[src/rtl/sfe_pkg.sv]
package sfe_pkg;
    localparam logic [7:0] OP_WREN = 8'h06;
    localparam logic [7:0] OP_RDSR = 8'h05;
    localparam logic [7:0] OP_ERASE = 8'hD8;
    localparam int OPC_W = 8;
    localparam int STAT_W = 8;
endpackage

[src/rtl/sfe_pin_edge.sv]
module sfe_pin_edge (
    input  logic clk,
    input  logic rst_n,
    input  logic cs_n,
    input  logic sck,
    output logic sck_rise,
    output logic sck_fall,
    output logic cs_rise,
    output logic cs_fall
);
    typedef struct packed {
        logic cs;
        logic sck;
    } pin_t;

    pin_t pin_d, pin_q;

    always_comb begin
        pin_d.cs  = cs_n;
        pin_d.sck = sck;
        sck_rise  = sck & ~pin_q.sck;
        sck_fall  = ~sck & pin_q.sck;
        cs_rise   = cs_n & ~pin_q.cs;
        cs_fall   = ~cs_n & pin_q.cs;
    end

    always_ff @(posedge clk or negedge rst_n) begin
        if (!rst_n) begin
            pin_q.cs  <= 1'b1;
            pin_q.sck <= 1'b0;
        end else begin
            pin_q <= pin_d;
        end
    end
endmodule

[src/rtl/sfe_prot_chk.sv]
module sfe_prot_chk #(
    parameter int BLK_W = 5,
    parameter int BP_W  = 4
) (
    input  logic [BLK_W-1:0] blk,
    input  logic [BP_W-1:0]  bp,
    output logic             hit
);
    localparam logic [31:0] NBLK = 32'(1) << BLK_W;

    logic [31:0] span;

    always_comb begin
        span = '0;
        if (bp != '0) begin
            if (32'(bp) - 32'd1 >= 32'(BLK_W)) span = NBLK;
            else span = 32'(1) << (32'(bp) - 32'd1);
        end
        hit = (32'(blk) + span) >= NBLK;
    end
endmodule

[src/rtl/sfe_busy_timer.sv]
module sfe_busy_timer #(
    parameter int TBE = 64
) (
    input  logic clk,
    input  logic rst_n,
    input  logic start,
    output logic busy,
    output logic wel_clr
);
    localparam int CNT_W = $clog2(TBE + 1);

    logic [CNT_W-1:0] cnt_d, cnt_q;

    always_comb begin
        cnt_d = cnt_q;
        if (start) cnt_d = CNT_W'(TBE);
        else if (cnt_q != '0) cnt_d = cnt_q - 1'b1;
        busy    = (cnt_q != '0);
        wel_clr = (cnt_q == CNT_W'(2));
    end

    always_ff @(posedge clk or negedge rst_n) begin
        if (!rst_n) cnt_q <= '0;
        else        cnt_q <= cnt_d;
    end

    // count never exceeds the programmed duration
    p_cnt_range_r5: assert property (@(posedge clk) disable iff (!rst_n)
        cnt_q <= CNT_W'(TBE));
    // a new cycle never starts on top of a running one
    p_start_idle_r9: assert property (@(posedge clk) disable iff (!rst_n)
        start |-> !busy);
endmodule

[src/rtl/sflash_blk_erase.sv]
module sflash_blk_erase #(
    parameter int ADDR_W  = 24,
    parameter int BLK_LSB = 16,
    parameter int BLK_W   = 5,
    parameter int BP_W    = 4,
    parameter int TBE     = 64
) (
    input  logic             clk,
    input  logic             rst_n,
    input  logic             cs_n,
    input  logic             sck,
    input  logic             mosi,
    input  logic             bp_we,
    input  logic [BP_W-1:0]  bp_wdata,
    output logic             miso,
    output logic             erase_stb,
    output logic [BLK_W-1:0] erase_blk
);
    import sfe_pkg::*;

    localparam int FRAME_BITS = OPC_W + ADDR_W;
    localparam int BIT_W      = $clog2(FRAME_BITS + 1) + 1;

    typedef struct packed {
        logic [BIT_W-1:0]      bits;
        logic [FRAME_BITS-1:0] sh;
        logic                  rd;
        logic [2:0]            oidx;
        logic                  dout;
        logic                  wel;
        logic [BP_W-1:0]       bp;
        logic                  stb;
        logic [BLK_W-1:0]      blk;
    } st_t;

    st_t st_d, st_q;

    logic sck_rise, sck_fall, cs_rise, cs_fall;
    logic busy, wel_clr, start, hit;
    logic [BLK_W-1:0]  blk_in;
    logic [STAT_W-1:0] stat;

    sfe_pin_edge u_edge (
        .clk      (clk),
        .rst_n    (rst_n),
        .cs_n     (cs_n),
        .sck      (sck),
        .sck_rise (sck_rise),
        .sck_fall (sck_fall),
        .cs_rise  (cs_rise),
        .cs_fall  (cs_fall)
    );

    sfe_busy_timer #(.TBE(TBE)) u_timer (
        .clk     (clk),
        .rst_n   (rst_n),
        .start   (start),
        .busy    (busy),
        .wel_clr (wel_clr)
    );

    sfe_prot_chk #(.BLK_W(BLK_W), .BP_W(BP_W)) u_prot (
        .blk (blk_in),
        .bp  (st_q.bp),
        .hit (hit)
    );

    assign blk_in = st_q.sh[BLK_LSB +: BLK_W];
    assign stat   = STAT_W'({st_q.bp, st_q.wel, busy});

    always_comb begin
        st_d     = st_q;
        st_d.stb = 1'b0;
        start    = 1'b0;

        if (bp_we) st_d.bp = bp_wdata;

        // framing: shift on rising SCK, restart on CS falling
        if (cs_fall) begin
            st_d.bits = '0;
            st_d.rd   = 1'b0;
            st_d.oidx = '0;
        end else if (!cs_n && sck_rise) begin
            st_d.sh = {st_q.sh[FRAME_BITS-2:0], mosi};
            if (st_q.bits != '1) st_d.bits = st_q.bits + 1'b1;
            if (st_q.bits == BIT_W'(OPC_W - 1) && {st_q.sh[OPC_W-2:0], mosi} == OP_RDSR)
                st_d.rd = 1'b1;
        end

        // status output on falling SCK
        if (cs_n) begin
            st_d.dout = 1'b0;
        end else if (sck_fall && st_q.rd) begin
            st_d.dout = stat[3'd7 - st_q.oidx];
            st_d.oidx = st_q.oidx + 1'b1;
        end

        // instruction execution on CS rising
        if (wel_clr) begin
            st_d.wel = 1'b0;
        end else if (cs_rise && !busy) begin
            if (st_q.bits == BIT_W'(OPC_W) && st_q.sh[OPC_W-1:0] == OP_WREN)
                st_d.wel = 1'b1;
            if (st_q.bits == BIT_W'(FRAME_BITS) &&
                st_q.sh[FRAME_BITS-1 -: OPC_W] == OP_ERASE && st_q.wel && !hit) begin
                start    = 1'b1;
                st_d.stb = 1'b1;
                st_d.blk = blk_in;
            end
        end
    end

    always_ff @(posedge clk or negedge rst_n) begin
        if (!rst_n) st_q <= '0;
        else        st_q <= st_d;
    end

    assign miso      = st_q.dout;
    assign erase_stb = st_q.stb;
    assign erase_blk = st_q.blk;

    // the array request is a single-cycle pulse
    p_stb_pulse_r2: assert property (@(posedge clk) disable iff (!rst_n)
        erase_stb |=> !erase_stb);
    // busy is reported from the strobe cycle onward
    p_stb_busy_r5: assert property (@(posedge clk) disable iff (!rst_n)
        erase_stb |-> busy);
    // an erase needs the latch set beforehand
    p_stb_wel_r4: assert property (@(posedge clk) disable iff (!rst_n)
        erase_stb |-> $past(st_q.wel));
    // no erase is accepted while the previous one runs
    p_stb_idle_r9: assert property (@(posedge clk) disable iff (!rst_n)
        erase_stb |-> $past(!busy));
    // protected targets never produce a strobe
    p_stb_unprot_r7: assert property (@(posedge clk) disable iff (!rst_n)
        erase_stb |-> $past(!hit));
    // latch already clear when busy drops
    p_wel_first_r6: assert property (@(posedge clk) disable iff (!rst_n)
        $fell(busy) |-> !$past(st_q.wel));
    // data out moves only after a falling SCK or while deselected
    p_do_timing_r8: assert property (@(posedge clk) disable iff (!rst_n)
        !$stable(miso) |-> ($past(sck_fall) || $past(cs_n)));
endmodule

[config.mk]
export PLATFORM = sky130hd
export DESIGN_NAME = sflash_blk_erase
export DESIGN_NICKNAME = d
export VERILOG_FILES = /design/src/rtl/sfe_pkg.sv /design/src/rtl/sfe_pin_edge.sv /design/src/rtl/sfe_prot_chk.sv /design/src/rtl/sfe_busy_timer.sv /design/src/rtl/sflash_blk_erase.sv
export SDC_FILE = /design/constraint.sdc
export NUM_CORES = 1
export LEC_CHECK = 0
export BUFFER_PORTS_ARGS = -buffer_cell sky130_fd_sc_hd__buf_2
export CAP_MARGIN = 20
export CORE_ASPECT_RATIO = 1.2
export CORE_MARGIN = 5
export CORE_UTILIZATION = 45
export CTS_BUF_LIST = sky130_fd_sc_hd__clkbuf_8
export DETAILED_ROUTE_END_ITERATION = 6
export GPL_TIMING_DRIVEN = 0
export PLACE_DENSITY_LB_ADDON = 0.15
export SYNTH_ARGS = -nofsm -noshare
export SYNTH_HDL_FRONTEND = slang
export SYNTH_SLANG_ARGS = --single-unit
[constraint.sdc]
create_clock -name clk -period 6.44 [get_ports clk]
set_clock_uncertainty 0.15 [all_clocks]
set_input_delay 0.322 -clock clk [delete_from_list [all_inputs] [get_ports clk]]
set_output_delay 0.322 -clock clk [all_outputs]
set_load 0.02 [all_outputs]
==> reports/qor.yml, run 1 <==
status:
  status: "finished clean"
global_routing:
  grt_pass1_wl_mm: 10.3
  grt_pass1_vias: 2141
  grt_max_degree: 65
  grt_usage_pct: 14.8
  gr-total-overflow: 0
  antenna_found_initial: 0
route:
  wl_per_cell_um: 14.0
  drc: 0
  vias: 2059
  initialDrtViolationCount: 53
  dr.pass1.iters: 4
  ant_nets: 0
  viasPerCell: 5.17
  totalWireLength_mm: 5.59
hold_path:
  hp-class: "in2reg"
  min_path_cells: 3
  min_from: "bp_wdata[0]"
  min_to: "st_q[6]$_DFFE_PN0P_"
synth:
  avgSynthCellArea_um2: 11.3
  yosys_warnings: 0
  synth-edff-count: 0
  async_flop_share_pct: 100
  syn_inst: 279
  yosys_register_bits: 64
  synth.top_cell.area_share_pct: 50.0
  syn_nets: 304
  synth_cell_types: 47
  synth_ff_type: "dfrtp_1"
  synth_area_leaders: "dfrtp_1 (50%), mux2_2 (14%), ha_1 (5.6%)"
  synth_area_leader_cell: "dfrtp_1"
  netlist_area_um2: 3150
  seq_area_frac_synth_pct: 50.8
final_layout:
  fin_nets: 334
  diodes: 0
  area_delta_synth_final_pct: 12.1
  drive_above_1_share_pct: 27.7
  instances_no_fill: 398
  final_design_area_no_fill_um2: 3540
critical_path:
  slowest_stage: "nor4_4"
  rr_worst_depth: 17
  crit_type: "reg2reg"
  cp_data_required_time_ns: 6.51
  r2r_end: "erase_blk[0]$_DFFE_PN0P_"
  critPathMaxFanout: 9
  arrival_ns: 4.44
  crit_buf_inv: 3
  max_stage_delay_ns: 0.61
  path_cells: "buf_6 > inv_1 > ha_1 > clkbuf_1 > nor3_1 > o21ai_0 > a21oi_1 > a31oi_1 > nor2_1 > nand2_1 > fa_1 > or4b_1 > a21o_1 > a311o_1 > o41a_2 > nor4_4 > mux2_2"
  end_kind: "flip-flop"
  r2r-start: "st_q[6]$_DFFE_PN0P_"
  critPathTopFamily: "simple AND/OR/NAND/NOR gates"
  r2r_slack_ns: 2.06
  startpoint_type: "flip-flop"
place:
  place_hpwl_mm: 3.93
  post-place-cells: 382
  place_area_um2: 3350
  gp_congestion: 0.757
  io_buffers: 16
cts:
  post_cts_buffers: 0
  clockRootBuffer: "clkbuf_8"
  htreeDepth: 3
  clk_pin_slew_worst_paths_ns: 0.06
  cts_tree: "yes"
  clk_latency_ns: 0.33
  clockBufferDepth: 2
  cts_sinks: 64
  cts_buffers: 9
floorplan:
  rows: 33
  io_pins: 17
  dieWidth_um: 86.4
  die_height_um: 102
  die_area_um2: 8790
  start_util_pct: 46.0
  core-area_um2: 6850
sta:
  setup_viol: 0
  final_hold_viol_count: 0
  max_slew_margin_pct: 46.7
  final_max_slew_viol_count: 0
  period_share_pct: 68.0
  setup_tns_ns: 0
  fin_crit_ns: 4.38
  rsz0062_at_grt: "false"
  max_freq_mhz: 229
  tightest_slew_ns: 0.799
power_and_ir_drop:
  power.density_nw_per_um2: 237
  peakVddDrop_mv: 0.139
  leakagePower_uw: 0.00168
job:
  drv_cap: 0
registers in the layout, summed over array words and instances (netlist names):
register / count
u_edge.pin_q: 2
blk_in: 5
erase_blk: 5
u_timer.cnt_q: 7
st_q: 43
miso: 1
erase_stb: 1
layout by cell type (no fill, tap or decap), drive strengths merged, types with 2 or more instances in the layout:
cell / n
a21o: 3
a21oi: 8
buf: 24
clkbuf: 15
dfrtp: 63
dlygate4sd3: 3
ha: 14
inv: 10
mux2: 40
mux2i: 2
nand2: 19
nand2b: 5
nand3: 11
nand4: 3
nor2: 27
nor2b: 2
nor3: 9
nor3b: 2
nor4: 5
nor4b: 2
o21ai: 16
or4b: 2
xor2: 7
cell usage after synthesis, drive strengths merged, types with 2 or more instances:
| master | instances |
|---|---|
| nand4 | 3 |
| nor2 | 27 |
| a21o | 3 |
| buf | 8 |
| mux2 | 40 |
| nand3 | 11 |
| nor3b | 2 |
| nor3 | 9 |
| inv | 9 |
| nand2 | 19 |
| clkbuf | 4 |
| mux2i | 2 |
| a21oi | 8 |
| o21ai | 16 |
| or4b | 2 |
| nor4 | 5 |
| xor2 | 7 |
| nor4b | 2 |
| ha | 14 |
| dfrtp | 63 |
| nand2b | 5 |
| nor2b | 2 |
how the worst max path moves through the flow:
stage                         from                       end  slack (ns)  cells past startpoint
4_1_cts        st_q[6]$_DFFE_PN0P_  erase_blk[0]$_DFFE_PN0P_        2.05                     17
6_report       st_q[6]$_DFFE_PN0P_  erase_blk[0]$_DFFE_PN0P_        2.06                     17
2_1_floorplan  st_q[6]$_DFFE_PN0P_  erase_blk[0]$_DFFE_PN0P_        2.61                     16
5_1_grt        st_q[6]$_DFFE_PN0P_  erase_blk[1]$_DFFE_PN0P_        1.83                     17
3_5_place_dp   st_q[6]$_DFFE_PN0P_  erase_blk[3]$_DFFE_PN0P_        2.07                     16
3_3_place_gp   st_q[6]$_DFFE_PN0P_  erase_blk[0]$_DFFE_PN0P_        2.08                     16
through the flow:
step | setup slack, ns | total power, µW | hold WS, ns | util [%]
2_1_floorplan | 2.61 | 521 | -0.124 | -
3_3_place_gp | 2.08 | 553 | 0.321 | 48.8
3_5_place_dp | 2.07 | 555 | 0.321 | 48.8
4_1_cts | 2.05 | 857 | 0.0295 | 51.6
5_1_grt | 1.83 | 892 | 0.0512 | 51.6
6_report | 2.06 | 839 | 0.0472 | 51.6
layout make-up:
class	instances	area, µm²
Buffer	12	73.8
Clock buffer	11	151
Clock inverter	2	8.76
Fill cell	662	3320
Inverter	9	33.8
Multi-Input combinational cell	194	1440
Sequential cell	64	1600
Tap cell	87	109
Timing Repair Buffer	19	113
metal layers:
| metal | GRT usage [%] | routed length (µm) | up-vias | share of wire [%] |
|---|---|---|---|---|
| li1 | - | - | 1035 | - |
| met1 | 19.6 | 2680 | 991 | 48 |
| met2 | 23.0 | 2650 | 27 | 47 |
| met3 | 3.99 | 199 | 6 | 3.6 |
| met4 | 6.24 | 66 | 0 | 1.2 |
| met5 | 0 | 0 | - | 0 |
logic make-up (layout without fill, tap and decap cells):
kind of cell             after synthesis  in the layout  share of synthesized area [%]
XOR/XNOR                               8              8                           2.22
buffers and inverters                 21             53                           3.41
multiplexers                          42             42                           14.9
flip-flops                            64             64                           50.8
AND/OR/NAND/NOR                       94             94                           15.8
adder cells (fa/ha/maj)               15             15                           6.19
AO/OA/AOI/OAI                         35             35                           6.62
worst reg2reg max path, cell delays in order, from the launching register on:
cell	delay [ns]
dfrtp_1	0.40
buf_6	0.15
inv_1	0.13
ha_1	0.16
clkbuf_1	0.29
nor3_1	0.12
o21ai_0	0.10
a21oi_1	0.09
a31oi_1	0.30
nor2_1	0.09
nand2_1	0.10
fa_1	0.18
or4b_1	0.43
a21o_1	0.16
a311o_1	0.26
o41a_2	0.14
nor4_4	0.61
mux2_2	0.40
repair_timing:
item                      4_1_cts  5_1_grt
hold endpoints to repair       65        0
gates resized for setup         0        0
hold buffers                    3        0
power breakdown:
part           switching (µW)  total [µW]  internal (µW)
sequential               21.7         451            430
combinational            50.1        96.1           46.0
clock                     139         291            152
total                     211         839            628
No activity file was read; power rests on OpenSTA's default activity.
==> run 2, diff against run 1 <==
--- a/config.mk
+++ b/config.mk
@@ -5,6 +5,7 @@
 export SDC_FILE = /design/constraint.sdc
 export NUM_CORES = 1
 export LEC_CHECK = 0
+export ABC_AREA = 1
 export BUFFER_PORTS_ARGS = -buffer_cell sky130_fd_sc_hd__buf_2
 export CAP_MARGIN = 20
 export CORE_ASPECT_RATIO = 1.2
==> constraint.sdc (replaced) <==
create_clock -name clk -period 4.3 [get_ports clk]
set_clock_uncertainty 0.15 [all_clocks]
set_input_delay 0.215 -clock clk [delete_from_list [all_inputs] [get_ports clk]]
set_output_delay 0.215 -clock clk [all_outputs]
set_load 0.02 [all_outputs]
==> run 2 against run 1 <==
Against the previous run:
- wire length rose by 13%
- core utilization rose by 2.1 points
- first-iteration DRC count rose to 2.8 times the previous value
- non-clock buffer count rose by 8
- synthesized area rose by 6.9%
- die area rose by 6.2%
- maximum frequency rose by 45%
- global-route usage rose by 0.95 points
- critical endpoint is now erase_blk[3]$_DFFE_PN0P_
- largest cell class unchanged
==> reports/qor.yml, run 2 <==
synth:
  yosys_register_bits: 64
  syn_nets: 431
  yosys_warnings: 0
  seq_area_frac_synth_pct: 47.5
  synth_area_leader_cell: "dfrtp_1"
  async_flop_share_pct: 100
  synth_commonest_cells: "nand2_1 (131), dfrtp_1 (63), inv_1 (46), o21ai_0 (27)"
  synth_area_leaders: "dfrtp_1 (47%), nand2_1 (15%), ha_1 (5.2%)"
  netlist_area_um2: 3370
  avgSynthCellArea_um2: 8.31
  yosysMostFrequentCell: "nand2_1"
  synth_cell_types: 37
  synth.top_cell.area_share_pct: 46.7
  syn_inst: 406
  synth_ff_type: "dfrtp_1"
  synth-edff-count: 0
sta:
  period_share_pct: 70.4
  tightest_slew_ns: 0.807
  setup_ws_ns: 1.27
  rsz0062_at_grt: "false"
  setup_tns_ns: 0
  fin_crit_ns: 3.03
  max_slew_margin_pct: 46.2
  max_freq_mhz: 330
  final_hold_viol_count: 0
  final_max_slew_viol_count: 0
  setup_viol: 0
critical_path:
  r2r_end: "erase_blk[3]$_DFFE_PN0P_"
  critPathTopFamily: "simple AND/OR/NAND/NOR gates"
  crit_type: "reg2reg"
  cp_data_required_time_ns: 4.43
  end_kind: "flip-flop"
  arrival_ns: 3.15
  rr_worst_depth: 21
  r2r-start: "st_q[6]$_DFFE_PN0P_"
  critPathLaunch: "st_q[6]$_DFFE_PN0P_"
  critPathMaxFanout: 9
  cp_num_cells: 21
  startpoint_type: "flip-flop"
  max_stage_delay_ns: 0.45
  r2r_slack_ns: 1.27
  slowest_stage: "dfrtp_1"
  cpMostUsedCell: "nand2_1"
  crit_buf_inv: 5
  path_cells: "inv_2 > ha_1 > inv_1 > nand2_1 > nand2_2 > nand2_2 > nand2_2 > inv_1 > and3_1 > ha_1 > inv_1 > fa_1 > inv_1 > nand2_1 > nand2_1 > a21oi_1 > nand3_1 > nand2_4 > nand3_4 > nand2_1 > nand2_1"
cts:
  clk_latency_ns: 0.34
  cts_sinks: 64
  htreeDepth: 3
  cts-resized-gates: 0
  post_cts_buffers: 0
  clockRootBuffer: "clkbuf_8"
  clk_pin_slew_worst_paths_ns: 0.07
  cts_tree: "yes"
  cts_buffers: 9
  clockBufferDepth: 2
  cts_hold_buffers: 12
global_routing:
  grt_usage_pct: 15.8
  grt_max_degree: 65
  antenna_found_initial: 0
  gr-total-overflow: 0
  grt_pass1_wl_mm: 11.6
  grt_pass1_vias: 2635
final_layout:
  drive_above_1_share_pct: 16.5
  largest_reg_flops: 43
  utilization_pct: 53.7
  mostFrequentLayoutCells: "nand2_1 (131), dfrtp_1 (63), inv_1 (47)"
  diodes: 0
  fin_nets: 470
  reg_top3: "st_q: 43 flops, u_timer.cnt_q: 7 flops"
  final_common_cell: "nand2_1"
  area_delta_synth_final_pct: 15.9
  instances_no_fill: 539
  top_register: "st_q"
floorplan:
  die_area_um2: 9330
  dieWidth_um: 89.0
  io_pins: 17
  start_util_pct: 46.4
  rows: 34
  core-area_um2: 7270
  die_height_um: 105
hold_path:
  min_from: "st_q[25]$_DFFE_PN0P_"
  min_path_cells: 2
  min_to: "st_q[25]$_DFFE_PN0P_"
  hp-class: "reg2reg"
place:
  post-place-cells: 512
  place_hpwl_mm: 4.55
  io_buffers: 16
  gp_congestion: 0.844
  pre_cts_ws_ns: 1.31
power_and_ir_drop:
  p_seq_share_pct: 48.1
  clkPwrFrac_pct: 37.8
  switchingPower_uw: 406
  power.density_nw_per_um2: 387
  internal-power_uw: 1110
  share_comb_of_total_power_pct: 14.1
  peakVddDrop_mv: 0.245
  leakagePower_uw: 0.00206
  swShare_pct: 26.9
route:
  ant_nets: 0
  totalWireLength_mm: 6.31
  vias: 2643
  dr.pass1.iters: 4
  drc: 0
  initialDrtViolationCount: 149
  wl_per_cell_um: 11.7
  viasPerCell: 4.90
job:
  drv_cap: 0
status:
  status: "finished clean"
[run 2: final cells by class]
class                      instances  area, µm²
inverter                          57        214
tap                               90        113
clock inverter                     4       68.8
sequential                        64       1600
multi-input combinational        274       1490
buffer                            11       62.6
timing repair buffer              28        203
clock buffer                      11        151
fill                             707       3370
[run 2: power groups by stage]
stage | clock network (µW) | logic [µW] | registers [µW]
after global placement | 0 | 200 | 737
after detailed placement | 0 | 206 | 737
after global routing | 619 | 255 | 738
after CTS | 586 | 217 | 728
final | 572 | 213 | 727
after floorplan | 0 | 153 | 723
[run 2: metrics by stage]
step / power, µW / instance area (µm²) / hold slack, ns
CTS: 1530 / 3910 / 0.327
finish: 1510 / 3910 / 0.322
global route: 1610 / 3910 / 0.350
floorplan: 877 / 3370 / -0.231
detailed placement: 944 / 3570 / 0.207
global placement: 937 / 3570 / 0.203
[run 2: metal layers]
metal / wire length, µm / up-vias / track usage (%)
met5: 0 / - / 0
met4: 118 / 0 / 7.34
met3: 181 / 14 / 2.91
met2: 3070 / 33 / 26.0
met1: 2940 / 1240 / 19.7
li1: - / 1356 / -
[run 2: how the worst max path moves through the flow]
stage                                   end
2_1_floorplan  u_timer.cnt_q[6]$_DFFE_PN0P_
3_3_place_gp   u_timer.cnt_q[6]$_DFFE_PN0P_
3_5_place_dp   u_timer.cnt_q[6]$_DFFE_PN0P_
4_1_cts        u_timer.cnt_q[6]$_DFFE_PN0P_
5_1_grt            erase_blk[4]$_DFFE_PN0P_
6_report           erase_blk[3]$_DFFE_PN0P_
[run 2: logic make-up after synthesis]
logic type	after synthesis	share of synthesized area, %
buffers and inverters	68	8.20
multiplexers	1	0.297
flip-flops	64	47.5
adder cells (fa/ha/maj)	15	5.79
AND/OR/NAND/NOR	207	29.9
AO/OA/AOI/OAI	48	7.57
XOR/XNOR	3	0.779
[run 2: worst reg2reg max path, cell delays in order (launching register included)]
cell and delay [ns]:
dfrtp_1 0.45, inv_2 0.17, ha_1 0.23, inv_1 0.05, nand2_1 0.06, nand2_2 0.09, nand2_2 0.11, nand2_2 0.09
inv_1 0.09, and3_1 0.15, ha_1 0.18, inv_1 0.06, fa_1 0.36, inv_1 0.06, nand2_1 0.05, nand2_1 0.06
a21oi_1 0.06, nand3_1 0.13, nand2_4 0.09, nand3_4 0.14, nand2_1 0.07, nand2_1 0.06
==> run 3, diff against run 2 <==
--- a/config.mk
+++ b/config.mk
@@ -5,7 +5,7 @@
 export SDC_FILE = /design/constraint.sdc
 export NUM_CORES = 1
 export LEC_CHECK = 0
-export ABC_AREA = 1
+export ABC_AREA = 0
 export BUFFER_PORTS_ARGS = -buffer_cell sky130_fd_sc_hd__buf_2
 export CAP_MARGIN = 20
 export CORE_ASPECT_RATIO = 1.2
==> constraint.sdc (replaced) <==
create_clock -name clk -period 2.8 [get_ports clk]
set_clock_uncertainty 0.15 [all_clocks]
set_input_delay 0.14 -clock clk [delete_from_list [all_inputs] [get_ports clk]]
set_output_delay 0.14 -clock clk [all_outputs]
set_load 0.02 [all_outputs]
==> run 3 against run 2 <==
Against the previous run:
- the run now ends with setup timing left
- total power rose by 46%
- register-to-register slack got worse by 2.0 ns
- design area shrank 0.48%
- global-route usage fell by 0.15 points
- critical path depth is 4 lower
- first-iteration DRC count down 62%
- final cell count fell by 22%
- worst setup slack got worse by 2.0 ns
- critical endpoint is now erase_blk[1]$_DFFE_PN0P_
- combinational power rose by 35%
- sequential power increased by 42%
- die area decreased by 5.8%
==> reports/qor.yml, run 3 (synthesis gave the netlist of run 1 again) <==
sta:
  setup_ws_ns: -0.725
  fin_hold_ws_ns: 0.290
  tightest_slew_ns: 0.796
  max_slew_margin_pct: 46.9
  final_max_slew_viol_count: 0
  fin_crit_ns: 3.52
  period_share_pct: 126
  rsz0062_at_grt: "true"
  max_freq_mhz: 284
  setup_tns_ns: -5.29
  final_hold_viol_count: 0
  setup_viol: 9
place:
  gp_congestion: 0.730
  place_hpwl_mm: 3.95
  place_area_um2: 3400
  pre_cts_ws_ns: -1.13
  io_buffers: 16
  post-place-cells: 382
critical_path:
  cp_data_required_time_ns: 2.87
  startpoint_type: "flip-flop"
  r2r-start: "st_q[6]$_DFFE_PN0P_"
  critPathLaunch: "st_q[6]$_DFFE_PN0P_"
  arrival_ns: 3.60
  crit_type: "reg2reg"
  end_kind: "flip-flop"
  critPathMaxFanout: 5
final_layout:
  final_common_cell: "dfrtp_1"
  diodes: 0
  largest_reg_flops: 43
  fill_cells: 625
  area_delta_synth_final_pct: 23.3
  mostFrequentLayoutCells: "dfrtp_1 (63), mux2_2 (35), nor2_1 (25)"
  top_register: "st_q"
  instances_no_fill: 420
  fin_nets: 354
  final_design_area_no_fill_um2: 3890
  drive_above_1_share_pct: 33.9
  reg_top3: "st_q: 43 flops, u_timer.cnt_q: 7 flops"
cts:
  cts_sinks: 64
  cts_buffers: 9
  clockBufferDepth: 2
  clk_latency_ns: 0.34
  cts_tree: "yes"
  clockRootBuffer: "clkbuf_8"
  htreeDepth: 3
  clk_pin_slew_worst_paths_ns: 0.07
status:
  status: "finished with violations"
  violations: "setup timing"
floorplan:
  die_height_um: 102
  rows: 33
  core-area_um2: 6850
  dieWidth_um: 86.4
  start_util_pct: 46.0
  io_pins: 17
  die_area_um2: 8790
global_routing:
  gr-max-usage-layer: "met2"
  antenna_found_initial: 0
  grt_usage_pct: 15.6
  gr-total-overflow: 0
  use_met2_pct: 25.3
  met3_usage_pct: 4.39
  grt_pass1_wl_mm: 10.6
  grt_pass1_vias: 2260
  met1_usage_pct: 19.5
  grt_max_degree: 65
hold_path:
  hp-class: "in2async"
route:
  initialDrtViolationCount: 57
  dr.pass1.iters: 4
  viasPerCell: 5.16
  ant_nets: 0
  totalWireLength_mm: 6.07
  drc: 0
  vias: 2168
  wl_per_cell_um: 14.5
power_and_ir_drop:
  leakagePower_uw: 0.00181
  peakVddDrop_mv: 0.347
  power.density_nw_per_um2: 569
job:
  drv_cap: 0
## run 3: path summary, 6_finish.rpt
path                       slack (ns)  cells past startpoint                           end
setup / recovery                -0.72                     17      erase_blk[1]$_DFFE_PN0P_
hold / removal                   0.29                      2          st_q[48]$_DFFE_PN0P_
setup reg to reg                -0.72                     17      erase_blk[1]$_DFFE_PN0P_
hold reg to reg                  0.35                      1  u_timer.cnt_q[3]$_DFFE_PN0P_
max in group asynchronous        1.69                      2          st_q[27]$_DFFE_PN0P_
min in group clk                 0.32                      2     u_edge.pin_q[0]$_DFF_PN0_
## run 3: layout make-up
class | instances | area (µm²) | area share, %
Multi-Input combinational cell | 194 | 1550 | 39.7
Inverter | 9 | 41.3 | 1.06
Sequential cell | 64 | 1600 | 41.2
Buffer | 11 | 70.1 | 1.80
Clock inverter | 4 | 68.8 | 1.77
Tap cell | 87 | 109 | 2.80
Timing Repair Buffer | 40 | 302 | 7.75
Clock buffer | 11 | 151 | 3.89
## run 3: per-stage QoR
stage | utilization (%) | power [µW]
3_5_place_dp | 49.6 | 1280
2_1_floorplan | - | 1210
4_1_cts | 56.0 | 2220
3_3_place_gp | 49.6 | 1280
5_1_grt | 56.8 | 2330
6_report | 56.8 | 2210
## run 3: repair_timing
action / CTS / global route
resized for setup: 7 / 8
endpoints found under the hold margin: 71 / 0
pin swaps: 5 / 6
setup buffers: 8 / 3
hold buffers: 14 / 0
gates cloned: 0 / 0
setup endpoints to repair: 9 / 9
## run 3: routing by layer
layer / part of all wire (%) / vias to the layer above
li1: - / 1078
met1: 47 / 1044
met2: 49 / 35
met3: 2.8 / 11
met4: 2.1 / 0
met5: 0 / -
## run 3: worst max-delay path, cell delays in order (launching register included)
cell and delay [ns]:
dfrtp_1 0.37, buf_6 0.13, inv_8 0.04, ha_4 0.16, nor3_4 0.21, o21ai_2 0.10, a21oi_2 0.19, a31oi_2 0.07
nor2_1 0.14, and2_1 0.15, ha_1 0.24, a21oi_2 0.12, nand4b_1 0.15, o211ai_1 0.12, o41a_4 0.39, nor4_4 0.18
buf_6 0.18, mux2_4 0.30
## run 3: power by group
part	switching, µW	leakage (µW)	internal [µW]
clock	349	0.000117	541
sequential	46.7	0.000860	988
combinational	139	0.000831	149
total	535	0.00181	1680
